$ cat src/rtl/pcc_pkg.sv
package pcc_pkg;

  typedef enum logic [1:0] {
    PM_RUN   = 2'd0,
    PM_SLEEP = 2'd1,
    PM_STOP  = 2'd2,
    PM_STAB  = 2'd3
  } pm_mode_t;

  typedef struct packed {
    logic main_osc;
    logic sub_osc;
    logic cpu_clk;
    logic sys_clk;
    logic peri_clk;
    logic bit_run;
    logic tmr_run;
    logic wt_run;
    logic key_run;
    logic xin_low;
    logic xout_low;
  } pcc_en_t;

  localparam logic [1:0] CLK_SEL_SUB_ONLY = 2'b11;

endpackage

$ cat src/rtl/pcc_wake.sv
module pcc_wake #(
  parameter int unsigned          NUM_IRQ        = 8,
  parameter logic [NUM_IRQ-1:0]   STOP_WAKE_MASK = NUM_IRQ'(5'h1F)
) (
  input  logic [NUM_IRQ-1:0] irq,
  input  logic [NUM_IRQ-1:0] irq_en,
  output logic               any_wake,
  output logic               stop_wake
);

  logic [NUM_IRQ-1:0] live;
  logic [NUM_IRQ-1:0] stop_live;

  // per-line qualification; the stop set is fixed by the mask parameter
  for (genvar i = 0; i < NUM_IRQ; i++) begin : g_line
    assign live[i] = irq[i] & irq_en[i];
    if (STOP_WAKE_MASK[i]) begin : g_stop_src
      assign stop_live[i] = live[i];
    end else begin : g_stop_blocked
      assign stop_live[i] = 1'b0;
    end
  end

  assign any_wake  = |live;
  assign stop_wake = |stop_live;

  // a stop-capable wake is always also a general wake
  always_comb begin
    a_r6_stop_subset: assert (!stop_wake || any_wake);
  end

endmodule

$ cat src/rtl/pcc_stab_cnt.sv
module pcc_stab_cnt #(
  parameter int unsigned STAB_W = 8
) (
  input  logic              clk,
  input  logic              rst,
  input  logic              load,
  input  logic [STAB_W-1:0] load_val,
  input  logic              run,
  input  logic              tick,
  output logic              done
);

  logic [STAB_W-1:0] cnt_q;

  always_ff @(posedge clk) begin
    if (rst) begin
      cnt_q <= '0;
    end else if (load) begin
      cnt_q <= load_val;
    end else if (run && tick && (cnt_q != '0)) begin
      cnt_q <= cnt_q - 1'b1;
    end
  end

  assign done = (cnt_q == '0);

  // each tick during settling removes exactly one count
  a_r7_count_down: assert property (@(posedge clk) disable iff (rst)
    (!load && run && tick && !done) |=> (cnt_q == $past(cnt_q) - 1'b1));

  // without a tick the count holds
  a_r7_count_hold: assert property (@(posedge clk) disable iff (rst)
    (!load && !tick) |=> $stable(cnt_q));

endmodule

$ cat src/rtl/pcc_mode_fsm.sv
module pcc_mode_fsm
  import pcc_pkg::*;
(
  input  logic     clk,
  input  logic     rst,
  input  logic     sleep_req,
  input  logic     stop_req,
  input  logic     any_wake,
  input  logic     stop_wake,
  input  logic     stab_done,
  output pm_mode_t mode_q,
  output pm_mode_t mode_d,
  output logic     load_stab
);

  always_comb begin
    mode_d    = mode_q;
    load_stab = 1'b0;
    unique case (mode_q)
      PM_RUN: begin
        if (stop_req)       mode_d = PM_STOP;
        else if (sleep_req) mode_d = PM_SLEEP;
      end
      PM_SLEEP: begin
        if (any_wake) mode_d = PM_RUN;
      end
      PM_STOP: begin
        if (stop_wake) begin
          mode_d    = PM_STAB;
          load_stab = 1'b1;
        end
      end
      PM_STAB: begin
        if (stab_done) mode_d = PM_RUN;
      end
      default: mode_d = PM_RUN;
    endcase
  end

  always_ff @(posedge clk) begin
    if (rst) mode_q <= PM_RUN;
    else     mode_q <= mode_d;
  end

  a_r2_stop_wins: assert property (@(posedge clk) disable iff (rst)
    (mode_q == PM_RUN && stop_req) |=> (mode_q == PM_STOP));

  a_r6_stop_holds: assert property (@(posedge clk) disable iff (rst)
    (mode_q == PM_STOP && !stop_wake) |=> (mode_q == PM_STOP));

  a_r7_stab_waits: assert property (@(posedge clk) disable iff (rst)
    (mode_q == PM_STAB && !stab_done) |=> (mode_q == PM_STAB));

  a_r4_sleep_exit: assert property (@(posedge clk) disable iff (rst)
    (mode_q == PM_SLEEP && any_wake) |=> (mode_q == PM_RUN));

endmodule

$ cat src/rtl/pcc_out_reg.sv
module pcc_out_reg
  import pcc_pkg::*;
(
  input  logic       clk,
  input  logic       rst,
  input  pm_mode_t   mode_d,
  input  logic [1:0] clk_sel,
  input  logic       evt_mode,
  output pcc_en_t    en_q
);

  pcc_en_t en_d;
  logic    main_wanted;

  assign main_wanted = (clk_sel != CLK_SEL_SUB_ONLY);

  always_comb begin
    en_d          = '0;
    en_d.sub_osc  = 1'b1;
    en_d.wt_run   = 1'b1;
    en_d.key_run  = 1'b1;
    unique case (mode_d)
      PM_RUN, PM_SLEEP: begin
        en_d.main_osc = main_wanted;
        en_d.cpu_clk  = (mode_d == PM_RUN);
        en_d.sys_clk  = 1'b1;
        en_d.peri_clk = 1'b1;
        en_d.bit_run  = 1'b1;
        en_d.tmr_run  = 1'b1;
      end
      PM_STOP: begin
        en_d.tmr_run  = evt_mode;
        en_d.xin_low  = 1'b1;
        en_d.xout_low = 1'b1;
      end
      PM_STAB: begin
        en_d.main_osc = 1'b1;
        en_d.tmr_run  = evt_mode;
      end
      default: en_d.main_osc = 1'b1;
    endcase
  end

  always_ff @(posedge clk) begin
    if (rst) begin
      en_q          <= '0;
      en_q.main_osc <= 1'b1;
      en_q.sub_osc  <= 1'b1;
      en_q.cpu_clk  <= 1'b1;
      en_q.sys_clk  <= 1'b1;
      en_q.peri_clk <= 1'b1;
      en_q.bit_run  <= 1'b1;
      en_q.tmr_run  <= 1'b1;
      en_q.wt_run   <= 1'b1;
      en_q.key_run  <= 1'b1;
    end else begin
      en_q <= en_d;
    end
  end

  // a parked main oscillator follows the select on the next edge
  a_r10_park_main: assert property (@(posedge clk) disable iff (rst)
    ((mode_d == PM_RUN || mode_d == PM_SLEEP) && clk_sel == CLK_SEL_SUB_ONLY)
      |=> !en_q.main_osc);

endmodule

$ cat src/rtl/pwr_clk_ctrl.sv
module pwr_clk_ctrl
  import pcc_pkg::*;
#(
  parameter int unsigned        NUM_IRQ        = 8,
  parameter logic [NUM_IRQ-1:0] STOP_WAKE_MASK = NUM_IRQ'(5'h1F),
  parameter int unsigned        STAB_W         = 8
) (
  input  logic               clk,
  input  logic               rst,
  input  logic               sleep_req,
  input  logic               stop_req,
  input  logic [1:0]         clk_sel,
  input  logic               evt_mode,
  input  logic [NUM_IRQ-1:0] irq,
  input  logic [NUM_IRQ-1:0] irq_en,
  input  logic               sub_tick,
  input  logic [STAB_W-1:0]  stab_cnt,
  output logic [1:0]         mode,
  output logic               main_osc_en,
  output logic               sub_osc_en,
  output logic               cpu_clk_en,
  output logic               sys_clk_en,
  output logic               peri_clk_en,
  output logic               bit_run,
  output logic               tmr_run,
  output logic               wt_run,
  output logic               key_run,
  output logic               xin_low,
  output logic               xout_low
);

  logic     any_wake;
  logic     stop_wake;
  logic     stab_done;
  logic     load_stab;
  pm_mode_t mode_q;
  pm_mode_t mode_d;
  pcc_en_t  en_q;

  pcc_wake #(
    .NUM_IRQ        (NUM_IRQ),
    .STOP_WAKE_MASK (STOP_WAKE_MASK)
  ) u_wake (
    .irq       (irq),
    .irq_en    (irq_en),
    .any_wake  (any_wake),
    .stop_wake (stop_wake)
  );

  pcc_stab_cnt #(
    .STAB_W (STAB_W)
  ) u_stab (
    .clk      (clk),
    .rst      (rst),
    .load     (load_stab),
    .load_val (stab_cnt),
    .run      (mode_q == PM_STAB),
    .tick     (sub_tick),
    .done     (stab_done)
  );

  pcc_mode_fsm u_fsm (
    .clk       (clk),
    .rst       (rst),
    .sleep_req (sleep_req),
    .stop_req  (stop_req),
    .any_wake  (any_wake),
    .stop_wake (stop_wake),
    .stab_done (stab_done),
    .mode_q    (mode_q),
    .mode_d    (mode_d),
    .load_stab (load_stab)
  );

  pcc_out_reg u_out (
    .clk      (clk),
    .rst      (rst),
    .mode_d   (mode_d),
    .clk_sel  (clk_sel),
    .evt_mode (evt_mode),
    .en_q     (en_q)
  );

  assign mode        = mode_q;
  assign main_osc_en = en_q.main_osc;
  assign sub_osc_en  = en_q.sub_osc;
  assign cpu_clk_en  = en_q.cpu_clk;
  assign sys_clk_en  = en_q.sys_clk;
  assign peri_clk_en = en_q.peri_clk;
  assign bit_run     = en_q.bit_run;
  assign tmr_run     = en_q.tmr_run;
  assign wt_run      = en_q.wt_run;
  assign key_run     = en_q.key_run;
  assign xin_low     = en_q.xin_low;
  assign xout_low    = en_q.xout_low;

  a_r5_stop_gated: assert property (@(posedge clk) disable iff (rst)
    (mode_q == PM_STOP) |-> (!main_osc_en && !sys_clk_en && !peri_clk_en
                             && !cpu_clk_en && !bit_run && xin_low && xout_low));

  a_r3_sleep_cpu_only: assert property (@(posedge clk) disable iff (rst)
    (mode_q == PM_SLEEP) |-> (!cpu_clk_en && sys_clk_en && peri_clk_en && bit_run));

  a_r9_always_on: assert property (@(posedge clk) disable iff (rst)
    sub_osc_en && wt_run && key_run);

  a_r7_stab_clocks: assert property (@(posedge clk) disable iff (rst)
    (mode_q == PM_STAB) |-> (main_osc_en && !xin_low && !sys_clk_en && !cpu_clk_en));

  a_r8_timer_stop: assert property (@(posedge clk) disable iff (rst)
    (mode_q == PM_STOP) |-> (tmr_run == $past(evt_mode)));

endmodule

$ cat config.mk
export PLATFORM = sky130hd
export DESIGN_NAME = pwr_clk_ctrl
export DESIGN_NICKNAME = d
export VERILOG_FILES = /design/src/rtl/pcc_pkg.sv /design/src/rtl/pcc_wake.sv /design/src/rtl/pcc_stab_cnt.sv /design/src/rtl/pcc_mode_fsm.sv /design/src/rtl/pcc_out_reg.sv /design/src/rtl/pwr_clk_ctrl.sv
export SDC_FILE = /design/constraint.sdc
export NUM_CORES = 1
export LEC_CHECK = 0
export BUFFER_PORTS_ARGS = -buffer_cell sky130_fd_sc_hd__buf_2
export CAP_MARGIN = 20
export CORE_MARGIN = 2
export CORE_UTILIZATION = 48
export DETAILED_ROUTE_END_ITERATION = 16
export PLACE_DENSITY = 0.83
export SYNTH_ARGS = -nofsm -noshare
export SYNTH_HDL_FRONTEND = slang
export SYNTH_SLANG_ARGS = --single-unit
$ cat constraint.sdc
create_clock -name clk -period 4.23 [get_ports clk]
set_input_delay 0.2115 -clock clk [delete_from_list [all_inputs] [get_ports clk]]
set_output_delay 0.2115 -clock clk [all_outputs]
set_load 0.01 [all_outputs]
==> impl_metrics.json, run 1 <==
{
  "area_growth_syn_to_layout_pct": 18.83,
  "htreeDepth": 1,
  "dieArea_um2": 2322,
  "floorplan.initialDensity_pct": 52.56,
  "max_freq_mhz": 543.3,
  "end_kind": "register",
  "grt_start_max_net_pins": 16,
  "setup_viol": 0,
  "finalCriticalPeriod_ns": 1.841,
  "worstSkewPairLatency_ns": 0.29,
  "yosysMostFrequentCell": "dfxtp_1",
  "ff_latch_area_um2": 300.3,
  "grt_pass1_wl_um": 3208,
  "p_per_area_nw_per_um2": 388.7,
  "grt_util_all_layers_pct": 20.11,
  "initialDrtViolationCount": 18,
  "ctsResizeCount": 0,
  "p_comb_share_pct": 36.2,
  "synth_cell_types": 42,
  "rows": 15,
  "syn_area_um2": 937.1,
  "synth_edf_count": 0,
  "wl_um": 2054,
  "hpwl_um": 1627,
  "switching_share_pct": 36.81,
  "synth_top_area_share_pct": 32.04,
  "ys_async_sr_fraction_pct": 0,
  "path_clk_slew_ns": 0.09,
  "worstPathRequired_ns": 4.44,
  "seq_area_frac_synth_pct": 32.04,
  "slew_viol_final": 0,
  "start_kind": "register",
  "post-route-period-util_pct": 43.51,
  "vias": 888,
  "clock_skew_ns": 0.002958,
  "gp_congestion": 0.8886,
  "grt_pass1_vias": 789,
  "tightest_slew_ns": 0.5146,
  "pre_cts_ws_ns": 2.403,
  "synth_top_area_cell": "dfxtp_1",
  "highest_layer": "met4",
  "die_w_um": 48.19,
  "yosysWarningCount": 0,
  "ioPinCount": 45,
  "peakVddDrop_mv": 0.2240,
  "fin_setup_tns_ns": 0,
  "dieHeight_um": 48.19,
  "fin_ws_ns": 2.389,
  "max_cap_violations": 0,
  "synth_top_flop_cell": "dfxtp_1",
  "synth_area_leaders": "dfxtp_1 (32%), buf_4 (4.8%), nor2_1 (4.4%), a211oi_1 (4.0%), mux2i_1 (3.2%)",
  "coreArea_um2": 1783,
  "path_max_fanout": 5,
  "status": "finished clean",
  "grt_setup_unrepaired": "false",
  "drtPass1Iterations": 4,
  "routed-wl-met3_um": 105,
  "met1_length_um": 852,
  "finalHoldViolCount": 0,
  "crit_type": "reg -> reg",
  "clock_sinks": 15,
  "relSlewSlack_pct": 65.69,
  "p_leak_nw": 0.5145,
  "antenna_found_initial": 0,
  "post-cts-setup-buffers": 0,
  "power_frac_seq_pct": 44.5,
  "routedWlPerCell_um": 12.37,
  "antenna_cells": 0,
  "multi_input_area_um2": 530.5,
  "fin_util_pct": 62.46,
  "nNetsFinal": 175,
  "power_frac_clock_pct": 19.3,
  "syn_area_per_cell_um2": 9.011,
  "cts_tree": "built",
  "wl_met2_um": 1050,
  "fillers": 166,
  "timing.critical_path.arrival_ns": 2.05,
  "avgViaCountPerCell": 5.349,
  "yosys-top-cells-count": "dfxtp_1 (15), nor2_1 (11), buf_4 (6), nand2_1 (6)",
  "io_buffers": 41,
  "cts_buffer_depth": 2,
  "root_buffer": "clkbuf_4",
  "hold_path_class": "in -> reg",
  "gr-total-overflow": 0,
  "drcViolationCount": 0,
  "syn_inst": 104,
  "p_sw_mw": 0.1593,
  "ys_ff_latch": 15,
  "drtAntennaViolNets": 0,
  "drive_above_1_share_pct": 38.30,
  "cts_buffers": 3,
  "internal-power_mw": 0.2735,
  "cts_hold_buf": 0
}
==> worst max-delay path: stages, from the launching register on <==
cell	delay, ns
dfxtp_1	0.35
inv_1	0.06
ha_1	0.22
or4b_4	0.54
o211a_1	0.25
xnor2_1	0.12
a211oi_1	0.22
==> state kept, by name (all words and copies together) (netlist names) <==
name / cells
u_fsm.mode_q: 2
u_out.en_q: 5
u_stab.cnt_q: 8
==> path summary, 6_finish.rpt <==
kind / slack (ns) / endpoint / cells past startpoint / start
max: 2.39 / u_stab.cnt_q[2] / 6 / u_stab.cnt_q[0]
min: 0.1 / u_out.en_q[4] / 2 / evt_mode
max reg2reg: 2.39 / u_stab.cnt_q[2] / 6 / u_stab.cnt_q[0]
min reg2reg: 0.62 / u_stab.cnt_q[0] / 2 / u_stab.cnt_q[0]
==> layout by cell type (no fill, tap or decap), drive strengths merged, types with 2 or more instances in the layout <==
cell type  netlist  final
clkbuf           2      3
conb             1      3
a211oi           7      7
dfxtp           15     15
nand2b           3      3
inv              5      5
o31a             2      2
nor3             5      5
xnor2            2      2
xor2             2      2
or3              2      2
nor2            11     11
mux2i            3      3
o211ai           3      3
nand3            2      2
buf              8     41
nand2            6      6
a21oi            3      3
or4b             2      2
a21o             2      2
a22oi            2      2
and2             2      2
==> power groups by stage <==
stage | Combinational (mW) | Sequential (mW) | Clock, mW
floorplan | 0.128 | 0.190 | 0
global placement | 0.151 | 0.193 | 0
detailed placement | 0.156 | 0.195 | 0
CTS | 0.157 | 0.193 | 0.0875
global route | 0.172 | 0.196 | 0.0933
finish | 0.157 | 0.193 | 0.0834
==> area by class of cell <==
class / count / share of cell area, %
Sequential cell: 15 / 26.97
Inverter: 5 / 1.685
Timing Repair Buffer: 41 / 18.43
Clock inverter: 1 / 0.4494
Clock buffer: 3 / 2.022
Multi-Input combinational cell: 76 / 47.64
Tap cell: 25 / 2.809
==> per-layer routing <==
metal	vias to the layer above	track usage [%]
met5	-	0
met2	28	34.74
met4	0	10.27
li1	446	-
met1	408	21.67
met3	6	6.667
==> cell families after synthesis <==
logic type	count (synthesis)	synth area share (%)
mux	3	3.204
xor+xnor	4	3.739
buf+inv	15	12.15
simple gates	39	23.50
compound gates	26	23.63
other cells	1	0.4001
fa+ha+maj	1	1.335
flops	15	32.04
==> metrics by stage <==
step	instances	instance area (µm²)	hold WS, ns	total power, mW
3_3_place_gp	162	1086	0.3961	0.3446
6_report	166	1114	0.09794	0.4328
2_1_floorplan	106	944.7	0.3130	0.3183
3_5_place_dp	162	1086	0.4062	0.3511
4_1_cts	166	1114	0.08861	0.4370
5_1_grt	166	1114	0.08234	0.4604
(Power assumes the default switching activity.)
==> inputs of run 2 (changes only) <==
--- a/config.mk
+++ b/config.mk
@@ -5,12 +5,13 @@
 export SDC_FILE = /design/constraint.sdc
 export NUM_CORES = 1
 export LEC_CHECK = 0
+export ABC_AREA = 1
 export BUFFER_PORTS_ARGS = -buffer_cell sky130_fd_sc_hd__buf_2
 export CAP_MARGIN = 20
 export CORE_MARGIN = 2
-export CORE_UTILIZATION = 48
+export CORE_UTILIZATION = 41
 export DETAILED_ROUTE_END_ITERATION = 16
-export PLACE_DENSITY = 0.83
+export PLACE_DENSITY = 0.75
 export SYNTH_ARGS = -nofsm -noshare
 export SYNTH_HDL_FRONTEND = slang
 export SYNTH_SLANG_ARGS = --single-unit
==> constraint.sdc (replaced) <==
create_clock -name clk -period 1.49 [get_ports clk]
set_input_delay 0.0745 -clock clk [delete_from_list [all_inputs] [get_ports clk]]
set_output_delay 0.0745 -clock clk [all_outputs]
set_load 0.01 [all_outputs]
==> run 2 against run 1 <==
Compared with the run above:
- highest routed layer unchanged
- global-route usage down 3.9 points
- first-iteration DRC count increased by 17%
- largest cell class unchanged
- total power increased to 4.0 times the previous value
- synthesized area is 1.5% higher
==> impl_metrics.json, run 2 <==
{
  "status": "finished clean",
  "grt_setup_unrepaired": "false",
  "switching_share_pct": 43.46,
  "pre_cts_ws_ns": -0.05477,
  "syn_inst": 143,
  "multi_input_area_um2": 579.3,
  "syn_area_um2": 950.9,
  "peakVddDrop_mv": 0.7217,
  "drcViolationCount": 0,
  "finalHoldViolCount": 0,
  "hold_ws_ns": 0.06096,
  "max_freq_mhz": 715.6,
  "critPathMaxStageDelay_ns": 0.48,
  "initialDrtViolationCount": 21,
  "synth_area_leaders": "dfxtp_1 (32%), nand2_1 (15%), nor2_1 (8.7%), inv_1 (5.9%), buf_4 (5.5%)",
  "ioPinCount": 45,
  "crit_type": "reg -> reg",
  "path_clk_slew_ns": 0.09,
  "dieHeight_um": 52.16,
  "crit_buf_inv": 3,
  "post-route-cell-area_um2": 1271,
  "clock_sinks": 15,
  "wl_um": 2228,
  "synth_top_flop_cell": "dfxtp_1",
  "ys_async_sr_fraction_pct": 0,
  "synth_edf_count": 0,
  "grt_util_all_layers_pct": 16.24,
  "io_buffers": 41,
  "place_area_um2": 1165,
  "crit_chain": "buf_4, inv_1, a21oi_2, a21oi_4, nor2_4, inv_2, or2_1",
  "cp_top_family": "flip-flops",
  "path_max_fanout": 5,
  "power_frac_clock_pct": 13.9,
  "p_per_area_nw_per_um2": 1375,
  "timing.critical_path.arrival_ns": 1.59,
  "clock_skew_ns": 0.002088,
  "seq_area_frac_synth_pct": 31.58,
  "layout_common_cells": "buf_2 (41), nand2_1 (37), nor2_1 (22)",
  "ff_latch_area_um2": 302.8,
  "drive_above_1_share_pct": 39.47,
  "drtAntennaViolNets": 0,
  "p_total_mw": 1.748,
  "gr-total-overflow": 0,
  "synth_compound_area_share_pct": 13.55,
  "final_common_cell": "buf_2",
  "yosysWarningCount": 0,
  "finalCriticalPeriod_ns": 1.397,
  "p_leak_nw": 0.6615,
  "nNetsFinal": 224,
  "synth_cell_types": 26,
  "syn_area_per_cell_um2": 6.650,
  "power_frac_seq_pct": 32.7,
  "ys_ff_latch": 15,
  "avgViaCountPerCell": 4.624,
  "synthXorXnorAreaFrac_pct": 1.842,
  "top_register": "u_stab.cnt_q",
  "largest_register_ffs": 8,
  "die_w_um": 52.16,
  "area_growth_syn_to_layout_pct": 33.68,
  "drtPass1Iterations": 4,
  "hpwl_um": 1607,
  "grt_pass1_wl_um": 3367,
  "fin_util_pct": 57.47,
  "p_comb_share_pct": 53.5,
  "grt_pass1_vias": 862,
  "end_kind": "register",
  "reg.largest.list": "u_stab.cnt_q x8, u_out.en_q x5, u_fsm.mode_q x2",
  "post-route-period-util_pct": 93.79,
  "synth_top_area_share_pct": 31.58,
  "coreArea_um2": 2212,
  "antenna_found_initial": 0,
  "start_kind": "register",
  "vias": 1008,
  "synth_top_family_by_area": "simple AND/OR/NAND/NOR gates",
  "fin_ws_ns": 0.09252,
  "setup_viol": 0,
  "yosys-top-cells-count": "nand2_1 (37), nor2_1 (22), dfxtp_1 (15), inv_1 (15)",
  "synth_top_area_cell": "dfxtp_1",
  "max_cap_violations": 0,
  "synthSimpleGateAreaFrac_pct": 37.89,
  "slew_viol_final": 0,
  "grt_start_max_net_pins": 12,
  "cts_buffers": 3,
  "root_buffer": "clkbuf_4",
  "rows": 17,
  "worstPathRequired_ns": 1.68,
  "cts_tree": "built",
  "dieArea_um2": 2721,
  "routedWlPerCell_um": 10.22,
  "internal-power_mw": 0.9882,
  "cts_buffer_depth": 2,
  "synthAdderAreaFrac_pct": 1.316,
  "synth_mux_area_share_pct": 0,
  "antenna_cells": 0,
  "yosysMostFrequentCell": "nand2_1",
  "gp_congestion": 0.8424,
  "cp_slowest_cell": "dfxtp_1",
  "hold_path_class": "in -> reg",
  "floorplan.initialDensity_pct": 42.99,
  "htreeDepth": 1,
  "p_sw_mw": 0.7595,
  "worstSkewPairLatency_ns": 0.29,
  "fillers": 204
}
[run 2: cell types whose count changed in the layout (fill, tap and decap cells not counted), sizes merged, moves of 7 or more]
| cell | change |
|---|---|
| o21ai | +11 |
| a211oi | -7 |
| inv | +12 |
| nand2 | +37 |
| nand3 | +7 |
| nor2 | +14 |
[run 2: layout make-up]
| class | count | area share, % |
|---|---|---|
| Clock buffer | 3 | 1.772 |
| Clock inverter | 1 | 0.3937 |
| Inverter | 17 | 5.020 |
| Multi-Input combinational cell | 106 | 45.57 |
| Sequential cell | 15 | 23.82 |
| Tap cell | 28 | 2.756 |
| Timing Repair Buffer | 48 | 20.67 |
[run 2: kinds of logic after synthesis]
| logic type | Yosys count |
|---|---|
| other | 1 |
| AO/OA/AOI/OAI | 20 |
| AND/OR/NAND/NOR | 79 |
| buffers and inverters | 25 |
| flip-flops | 15 |
| adder cells (fa/ha/maj) | 1 |
| XOR/XNOR | 2 |
[run 2: worst reg2reg max path, cell delays in order (launching register included)]
cell and delay, ns:
dfxtp_1 0.48, buf_4 0.17, inv_1 0.06, a21oi_2 0.18, a21oi_4 0.06, nor2_4 0.11
inv_2 0.04, or2_1 0.20
[run 2: path summary, 6_finish.rpt]
| path | from | slack, ns | depth (start not counted) | to |
|---|---|---|---|---|
| min | clk_sel[1] | 0.06 | 4 | u_out.en_q[10] |
| max reg2reg | u_fsm.mode_q[1] | 0.09 | 7 | u_out.en_q[4] |
| min reg2reg | u_stab.cnt_q[0] | 0.50 | 2 | u_stab.cnt_q[0] |
| max | u_fsm.mode_q[1] | 0.09 | 7 | u_out.en_q[4] |
[run 2: timing repair]
action,CTS,global route
hold endpoints to repair,2,0
buffers inserted,0,2
hold buffers,2,0
resized for setup,1,11
endpoints found under the setup margin,6,11
pin swaps,0,7
gates cloned,0,1
[run 2: power groups by stage]
stage	clock, mW	sequential [mW]	combinational [mW]
2_1_floorplan	0	0.582	0.632
3_3_place_gp	0	0.565	0.818
3_5_place_dp	0	0.568	0.835
4_1_cts	0.242	0.560	0.851
5_1_grt	0.259	0.585	1.06
6_report	0.242	0.571	0.934
[run 2: metrics by stage]
stage	cells	setup TNS, ns
finish	218	0
global route	218	0
CTS	216	0
detailed placement	210	-0.2182
global placement	210	-0.004393
floorplan	145	0
[run 2: layer usage]
| layer | vias to the layer above | track usage (%) | wire, µm |
|---|---|---|---|
| met2 | 44 | 28.90 | 1060 |
| met3 | 5 | 2.874 | 187 |
| li1 | 534 | - | - |
| met1 | 425 | 19.09 | 947 |
| met5 | - | 0 | 0 |
| met4 | 0 | 6.410 | 33 |
==> inputs of run 3 (changes only) <==
--- a/config.mk
+++ b/config.mk
@@ -12,6 +12,7 @@
 export CORE_UTILIZATION = 41
 export DETAILED_ROUTE_END_ITERATION = 16
 export PLACE_DENSITY = 0.75
+export REMOVE_ABC_BUFFERS = 1
 export SYNTH_ARGS = -nofsm -noshare
 export SYNTH_HDL_FRONTEND = slang
 export SYNTH_SLANG_ARGS = --single-unit
==> run 3 against run 2 <==
Compared with the run above:
- via count decreased by 1.6%
- fmax fell by 0.32%
- sequential power is 0.9% lower
- combinational power is 1% lower
- largest cell class unchanged
- highest routed layer unchanged
==> impl_metrics.json, run 3 (synthesis results as in run 2) <==
{
  "fin_setup_tns_ns": 0,
  "final_cells": 217,
  "grt_util_all_layers_pct": 16.32,
  "nNetsFinal": 223,
  "layout_common_cells": "buf_2 (41), nand2_1 (37), nor2_1 (22)",
  "reg.largest.list": "u_stab.cnt_q x8, u_out.en_q x5, u_fsm.mode_q x2",
  "cts_tree": "built",
  "hpwl_um": 1646,
  "finalHoldViolCount": 0,
  "max_freq_mhz": 713.3,
  "initialDrtViolationCount": 10,
  "vias": 992,
  "switching_share_pct": 42.79,
  "area_growth_syn_to_layout_pct": 31.84,
  "power_frac_clock_pct": 13.4,
  "end_kind": "register",
  "p_comb_share_pct": 53.7,
  "dieArea_um2": 2721,
  "final_common_cell": "buf_2",
  "grt_start_max_net_pins": 12,
  "power_frac_seq_pct": 32.8,
  "grt_pass1_wl_um": 3374,
  "top_register": "u_stab.cnt_q",
  "finalCriticalPeriod_ns": 1.402,
  "timing.critical_path.arrival_ns": 1.58,
  "rows": 17,
  "drive_above_1_share_pct": 37.04,
  "clock_skew_ns": 0.001935,
  "max_cap_violations": 0,
  "root_buffer": "clkbuf_4",
  "grt_pass1_vias": 887,
  "largest_register_ffs": 8,
  "wl_um": 2216,
  "drtPass1Iterations": 4,
  "fin_ws_ns": 0.08809,
  "status": "finished clean",
  "antenna_found_initial": 0,
  "placed_cells": 209,
  "dieHeight_um": 52.16,
  "coreArea_um2": 2212,
  "avgViaCountPerCell": 4.571,
  "path_max_fanout": 5,
  "cts_buffers": 3,
  "floorplan.initialDensity_pct": 42.99,
  "io_buffers": 41,
  "clock_sinks": 15,
  "htreeDepth": 1,
  "post-route-period-util_pct": 94.09,
  "gp_congestion": 0.8280,
  "cts_buffer_depth": 2,
  "start_kind": "register",
  "p_sw_mw": 0.7369,
  "peakVddDrop_mv": 0.7604,
  "die_w_um": 52.16,
  "hold_path_class": "in -> reg",
  "antenna_cells": 0,
  "worstPathRequired_ns": 1.67,
  "drcViolationCount": 0,
  "crit_type": "reg -> reg",
  "slew_viol_final": 0,
  "setup_viol": 0,
  "worstSkewPairLatency_ns": 0.28,
  "pre_cts_ws_ns": -0.009393,
  "routedWlPerCell_um": 10.21,
  "p_per_area_nw_per_um2": 1374,
  "internal-power_mw": 0.9853,
  "ioPinCount": 45,
  "gr-total-overflow": 0,
  "drtAntennaViolNets": 0,
  "p_leak_nw": 0.6524,
  "path_clk_slew_ns": 0.09
}
## run 3: changes by cell type in the layout (fill, tap and decap cells not counted), moves of 2 or more
cell | before | now
inv_2 | 5 | 3
dfxtp_2 | 2 | 0
dfxtp_1 | 13 | 15
inv_1 | 12 | 14
## run 3: layout make-up
class                      instances  area (µm²)
fill                             220       958.4
multi-input combinational        106       573.1
sequential                        15       300.3
timing repair buffer              47       255.2
inverter                          17       63.81
tap                               28       35.03
clock buffer                       4       26.28
## run 3: power by group through the flow
stage                     logic (mW)  clock network [mW]  registers, mW
after global routing            1.04               0.254          0.579
after global placement         0.815                   0          0.566
after detailed placement       0.827                   0          0.567
final                          0.925               0.231          0.566
after CTS                      0.842               0.236          0.558
after floorplan                0.568                   0          0.592
## run 3: worst max-delay path: stages (launching register included)
cell and delay [ns]:
dfxtp_1 0.48, buf_4 0.17, inv_1 0.06, a21oi_2 0.19
a21oi_4 0.06, nor2_4 0.11, inv_2 0.04, or2_1 0.19
## run 3: worst paths after layout
| kind | startpoint | to | slack (ns) | depth (start not counted) |
|---|---|---|---|---|
| worst max-delay path | u_fsm.mode_q[1] | u_out.en_q[4] | 0.09 | 7 |
| worst min-delay path | clk_sel[1] | u_out.en_q[10] | 0.08 | 4 |
| worst max register to register | u_fsm.mode_q[1] | u_out.en_q[4] | 0.09 | 7 |
| worst min register to register | u_stab.cnt_q[0] | u_stab.cnt_q[0] | 0.50 | 2 |
## run 3: repair_timing
action / CTS / global route
pin swaps: 0 / 2
setup buffers: 0 / 1
endpoints found under the hold margin: 2 / 0
endpoints found under the setup margin: 6 / 10
gates cloned: 0 / 1
hold buffers: 2 / 0
resized for setup: 1 / 7
## run 3: metal layers
metal	vias to the layer above	global-route usage [%]	part of all wire, %
li1	529	-	-
met1	433	19.01	42
met2	28	29.11	50
met3	2	2.299	6.1
met4	0	7.692	1.2
met5	-	0	0
## run 3: through the flow
stage,hold slack [ns],utilization [%],power (mW),cell area [µm²]
final,0.07657,56.67,1.722,1254
after global routing,0.1190,56.67,1.877,1254
after CTS,0.07568,54.64,1.636,1209
after detailed placement,0.2644,52.32,1.394,1157
after global placement,0.2558,52.32,1.381,1157
after floorplan,0.1469,-,1.160,894.6
